===== config.mk =====
export PLATFORM = sky130hd
export DESIGN_NAME = hostport_dual
export DESIGN_NICKNAME = d
export VERILOG_FILES = /design/src/rtl/hbi_pkg.sv /design/src/rtl/hbi_decode.sv /design/src/rtl/hbi_regs.sv /design/src/rtl/hbi_irq.sv /design/src/rtl/hostport_dual.sv
export SDC_FILE = /design/constraint.sdc
export NUM_CORES = 1
export LEC_CHECK = 0
export ABC_AREA = 1
export BUFFER_PORTS_ARGS = -buffer_cell sky130_fd_sc_hd__buf_2
export CAP_MARGIN = 10
export CORE_ASPECT_RATIO = 1.4
export CORE_MARGIN = 3
export CORE_UTILIZATION = 45
export CTS_BUF_LIST = sky130_fd_sc_hd__clkbuf_8
export DETAILED_ROUTE_END_ITERATION = 6
export MAX_ROUTING_LAYER = met4
export PLACE_DENSITY = 0.68
export SYNTH_ARGS = -nofsm -noshare
export SYNTH_HDL_FRONTEND = slang
export SYNTH_SLANG_ARGS = --single-unit

===== constraint.sdc =====
create_clock -name clk -period 4.38 [get_ports clk]
set_clock_uncertainty 0.2 [all_clocks]
set_input_delay 1.314 -clock clk [delete_from_list [all_inputs] [get_ports clk]]
set_output_delay 1.314 -clock clk [all_outputs]
set_load 0.02 [all_outputs]

===== src/rtl/hbi_pkg.sv =====
package hbi_pkg;
  localparam int HBI_ADDR_W   = 10;
  localparam int HBI_DATA_W   = 8;
  localparam int REG_STATUS   = 'h000;
  localparam int REG_MASK     = 'h001;
  localparam int REG_SLEEP    = 'h002;
  localparam int REG_SCRATCH  = 'h003;
endpackage


===== src/rtl/hbi_decode.sv =====
module hbi_decode (
  input  logic clk,
  input  logic rst_n,
  input  logic mode_sel,
  input  logic cs_n,
  input  logic rd_n,
  input  logic wr_n,
  output logic wr_stb,
  output logic rd_en,
  output logic ack_pin
);
  logic rd_req, wr_req, start, busy_q;

  // strobe meaning depends on the bus family
  always_comb begin
    wr_req = !wr_n;
    if (mode_sel) rd_req = !rd_n && wr_n;
    else          rd_req = wr_n;
  end

  assign start  = !cs_n && (rd_req || wr_req) && !busy_q;
  assign wr_stb = start && wr_req;
  assign rd_en  = !cs_n && rd_req;

  always_ff @(posedge clk or negedge rst_n) begin
    if (!rst_n)     busy_q <= 1'b0;
    else if (cs_n)  busy_q <= 1'b0;
    else if (start) busy_q <= 1'b1;
  end

  assign ack_pin = mode_sel ? busy_q : !busy_q;
endmodule


===== src/rtl/hbi_regs.sv =====
module hbi_regs #(
  parameter int ADDR_W = hbi_pkg::HBI_ADDR_W,
  parameter int DATA_W = hbi_pkg::HBI_DATA_W
) (
  input  logic              clk,
  input  logic              rst_n,
  input  logic              wr_stb,
  input  logic [ADDR_W-1:0] addr,
  input  logic [DATA_W-1:0] wdata,
  input  logic [DATA_W-1:0] status_q,
  output logic [DATA_W-1:0] clr_mask,
  output logic [DATA_W-1:0] mask_q,
  output logic              sleep_q,
  output logic [DATA_W-1:0] rdata
);
  import hbi_pkg::*;
  localparam logic [ADDR_W-1:0] A_STATUS  = ADDR_W'(REG_STATUS);
  localparam logic [ADDR_W-1:0] A_MASK    = ADDR_W'(REG_MASK);
  localparam logic [ADDR_W-1:0] A_SLEEP   = ADDR_W'(REG_SLEEP);
  localparam logic [ADDR_W-1:0] A_SCRATCH = ADDR_W'(REG_SCRATCH);

  logic [DATA_W-1:0] scratch_q;

  assign clr_mask = (wr_stb && addr == A_STATUS) ? wdata : '0;

  always_ff @(posedge clk or negedge rst_n) begin
    if (!rst_n) begin
      mask_q    <= '0;
      sleep_q   <= 1'b0;
      scratch_q <= '0;
    end else if (wr_stb) begin
      if (addr == A_MASK)    mask_q    <= wdata;
      if (addr == A_SLEEP)   sleep_q   <= wdata[0];
      if (addr == A_SCRATCH) scratch_q <= wdata;
    end
  end

  always_comb begin
    rdata = '0;
    if      (addr == A_STATUS)  rdata = status_q;
    else if (addr == A_MASK)    rdata = mask_q;
    else if (addr == A_SLEEP)   rdata[0] = sleep_q;
    else if (addr == A_SCRATCH) rdata = scratch_q;
  end
endmodule


===== src/rtl/hbi_irq.sv =====
module hbi_irq #(
  parameter int NSRC = hbi_pkg::HBI_DATA_W
) (
  input  logic            clk,
  input  logic            rst_n,
  input  logic            mode_sel,
  input  logic [NSRC-1:0] evt_i,
  input  logic [NSRC-1:0] clr_i,
  input  logic [NSRC-1:0] mask_i,
  input  logic            sleep_i,
  output logic [NSRC-1:0] status_q,
  output logic            irq_pin,
  output logic            wake_pin
);
  logic [NSRC-1:0] fresh;

  for (genvar k = 0; k < NSRC; k++) begin : g_src
    // set beats clear in the same cycle
    always_ff @(posedge clk or negedge rst_n) begin
      if (!rst_n)        status_q[k] <= 1'b0;
      else if (evt_i[k]) status_q[k] <= 1'b1;
      else if (clr_i[k]) status_q[k] <= 1'b0;
    end
    assign fresh[k] = evt_i[k] && mask_i[k] && !status_q[k];
  end

  always_ff @(posedge clk or negedge rst_n) begin
    if (!rst_n) wake_pin <= 1'b0;
    else        wake_pin <= sleep_i && (|fresh);
  end

  logic pending;
  assign pending = |(status_q & mask_i);
  assign irq_pin = mode_sel ? pending : !pending;
endmodule


===== src/rtl/hostport_dual.sv =====
module hostport_dual #(
  parameter int ADDR_W = hbi_pkg::HBI_ADDR_W,
  parameter int DATA_W = hbi_pkg::HBI_DATA_W
) (
  input  logic              clk,
  input  logic              rst_n,
  input  logic              mode_sel,
  input  logic              cs_n,
  input  logic              rd_n,
  input  logic              wr_n,
  input  logic [ADDR_W-1:0] addr,
  input  logic [DATA_W-1:0] data_i,
  output logic [DATA_W-1:0] data_o,
  output logic              data_oe,
  input  logic [DATA_W-1:0] evt_i,
  output logic              ack_pin,
  output logic              irq_pin,
  output logic              wake_pin
);
  logic              wr_stb, rd_en, sleep_q;
  logic [DATA_W-1:0] status_q, clr_mask, mask_q, rdata;

  hbi_decode u_dec (
    .clk(clk), .rst_n(rst_n), .mode_sel(mode_sel), .cs_n(cs_n),
    .rd_n(rd_n), .wr_n(wr_n), .wr_stb(wr_stb), .rd_en(rd_en),
    .ack_pin(ack_pin)
  );

  hbi_regs #(.ADDR_W(ADDR_W), .DATA_W(DATA_W)) u_regs (
    .clk(clk), .rst_n(rst_n), .wr_stb(wr_stb), .addr(addr),
    .wdata(data_i), .status_q(status_q), .clr_mask(clr_mask),
    .mask_q(mask_q), .sleep_q(sleep_q), .rdata(rdata)
  );

  hbi_irq #(.NSRC(DATA_W)) u_irq (
    .clk(clk), .rst_n(rst_n), .mode_sel(mode_sel), .evt_i(evt_i),
    .clr_i(clr_mask), .mask_i(mask_q), .sleep_i(sleep_q),
    .status_q(status_q), .irq_pin(irq_pin), .wake_pin(wake_pin)
  );

  assign data_oe = rd_en;
  assign data_o  = rd_en ? rdata : '0;
endmodule


==> impl_metrics.json <==
{
  "status": "finished clean",
  "met1_length_mm": 1.51,
  "synth.net_count": 265,
  "io_pins": 44,
  "critPathRequiredTime_ns": 2.87,
  "cts_resized": 0,
  "start_util": 0.480,
  "grt_use_total": 0.184,
  "yosysUniqueCellTypes": 24,
  "synthTopCellsByCount": "68 x nand2_1, 39 x inv_1, 33 x nand3_1",
  "vias_per_cell": 4.90,
  "setup_viol": 0,
  "synth_area_leader_cell": "dfrtp_1",
  "p_per_area_nw_per_um2": 222,
  "maxSlewHeadroom": 0.599,
  "post_cts_buffers": 0,
  "rsz0062_at_grt": "false",
  "synth_area_leaders": "dfrtp_1 38%, nand2_1 14%, nand3_1 9.2%",
  "clk_pin_slew_ns": 0.10,
  "rows": 26,
  "fmax_mhz": 250,
  "fin_crit_sh": 0.913,
  "tns_ns": 0,
  "clock_latency_ns": 0.28,
  "holdPathEnd": "u_regs.scratch_q[0]",
  "synthCells": 233,
  "ys_ff_latch": 27,
  "fin_crit_ns": 4.00,
  "drive_gt1_frac": 0.315,
  "die_y_um": 80.8,
  "reg2reg_from": "u_dec.busy_q",
  "met3WireLength_um": 119,
  "hold_class": "flip-flop to flip-flop",
  "numPortBuffers": 43,
  "wl_mm": 3.86,
  "layout.nets": 309,
  "routedWlPerCell_um": 12.2,
  "regToRegSetupSlack_ns": 2.92,
  "htree_num_levels": 1,
  "numClockSinks": 27,
  "r2r_end": "u_regs.mask_q[4]",
  "vias": 1559,
  "holdCritStartpoint": "u_regs.scratch_q[0]",
  "ir_drop_mv": 0.161,
  "synth.most_common_cell": "nand2_1",
  "avgSynthCellArea_um2": 7.71,
  "r2r_cells": 6,
  "die_area_um2": 4800,
  "hold_ws_ns": 0.293,
  "maxCapViolCount": 0,
  "root_buffer": "clkbuf_8",
  "finalHoldViolations": 0,
  "yosysSeqAreaShare": 0.376,
  "maxSlewViolCount": 0,
  "end_kind": "output port",
  "grt_max_degree": 28,
  "critPathLaunchType": "input port",
  "whs_path_depth": 2,
  "cts_max_path_buffers": 2,
  "drcViolationCount": 0,
  "synth_ff_type": "dfrtp_1",
  "grt_pass1_wl_mm": 6.56,
  "place.gp.congestion": 0.787,
  "hpwl_mm": 2.99,
  "tritoncts": "yes",
  "p_leak_nw": 1.25,
  "num_antenna_cells": 0,
  "async_reset_ff_frac": 1.00,
  "numCtsBuffers": 3,
  "firstDrtPassIters": 4,
  "ys_warn_count": 0,
  "antenna_found_initial": 0,
  "cp.arrival_ns": 2.48,
  "gr-total-overflow": 0,
  "top_layer_used": "met4",
  "grt_pass1_vias": 1519,
  "cp_max_fo": 17,
  "synth_top_area_share": 0.376,
  "worstSetupPathType": "input port to output port",
  "synth_edf_count": 0,
  "drt_iter0_markers": 37,
  "area_delta_synth_final_pct": 15.0,
  "worst_pin_slew_ns": 0.602,
  "ant_nets": 0,
  "die_w_um": 59.4,
  "coreArea_um2": 3740,
  "synth_area_um2": 1800,
  "wl_met2_mm": 2.19,
  "ctsHoldBuffers": 0
}
==> registers in the layout (all words and copies together) (netlist names) <==
| signal | flops |
|---|---|
| u_regs.scratch_q | 8 |
| u_regs.sleep_q | 1 |
| u_irq.status_q | 8 |
| u_regs.mask_q | 8 |
| u_dec.busy_q | 1 |
| u_irq.wake_pin | 1 |
==> critical path: stages <==
cell,delay (ns)
buf_2,0.10
or2_4,0.27
nor2_8,0.28
nand2_8,0.13
o21ai_0,0.17
nor2_1,0.06
buf_2,0.15
==> cells in the final DEF, fill, tap and decap left out <==
cell	instances
a22o_1	1
nand2_2	10
nor2_8	4
nand3b_1	3
inv_6	1
nand3_2	1
nand3_4	2
o22ai_1	1
nor3_1	2
a21boi_0	1
nand3_1	33
buf_4	1
xnor2_1	1
buf_2	43
nor2_1	9
o21ai_2	16
clkbuf_8	3
inv_2	1
nand2_1	68
or2_4	1
dfrtp_1	27
o21ai_1	1
inv_1	39
o21ai_0	2
nand2_8	1
nor2_2	3
a31oi_1	1
==> worst max-delay path by stage <==
stage,start,end,cells after the start
after floorplan,addr[9],data_o[0],7
after global placement,addr[9],data_o[0],7
after detailed placement,addr[9],data_o[0],7
after CTS,addr[9],data_o[0],7
after global routing,addr[9],data_o[0],7
final,addr[9],data_o[0],7
==> layout make-up <==
cell class,count,area (µm²)
Multi-Input combinational cell,161,915
Tap cell,42,52.6
Timing Repair Buffer,44,223
Clock buffer,3,41.3
Inverter,40,150
Clock inverter,1,8.76
Sequential cell,27,676
Fill cell,400,1680
==> stage by stage <==
step	util	total power [W]	cell area, µm²	std cells	setup slack (ns)
after floorplan	-	0.000286	1800	233	0.515
after global placement	0.539	0.000313	2020	314	0.403
after detailed placement	0.539	0.000314	2020	314	0.387
after CTS	0.552	0.000467	2070	318	0.380
after global routing	0.552	0.000478	2070	318	0.230
final	0.552	0.000458	2070	318	0.383
==> power by group <==
group / internal, W / switching (W)
Clock: 0.0000669 / 0.0000835
Sequential: 0.000251 / 0.00000109
Combinational: 0.0000195 / 0.0000362
==> per-layer routing <==
metal / track usage / vias to the layer above
li1: - / 816
met1: 0.205 / 712
met2: 0.335 / 27
met3: 0.0191 / 4
met4: 0.0567 / 0
met5: - / -
==> kinds of logic after synthesis <==
group | Yosys count | synth area share
buffers and inverters | 45 | 0.115
AOI/OAI and AO/OA | 23 | 0.102
xor gates and xnor gates | 1 | 0.00488
and+or+nand+nor | 137 | 0.402
DFF | 27 | 0.376
Power figures use the tool's default switching activity.
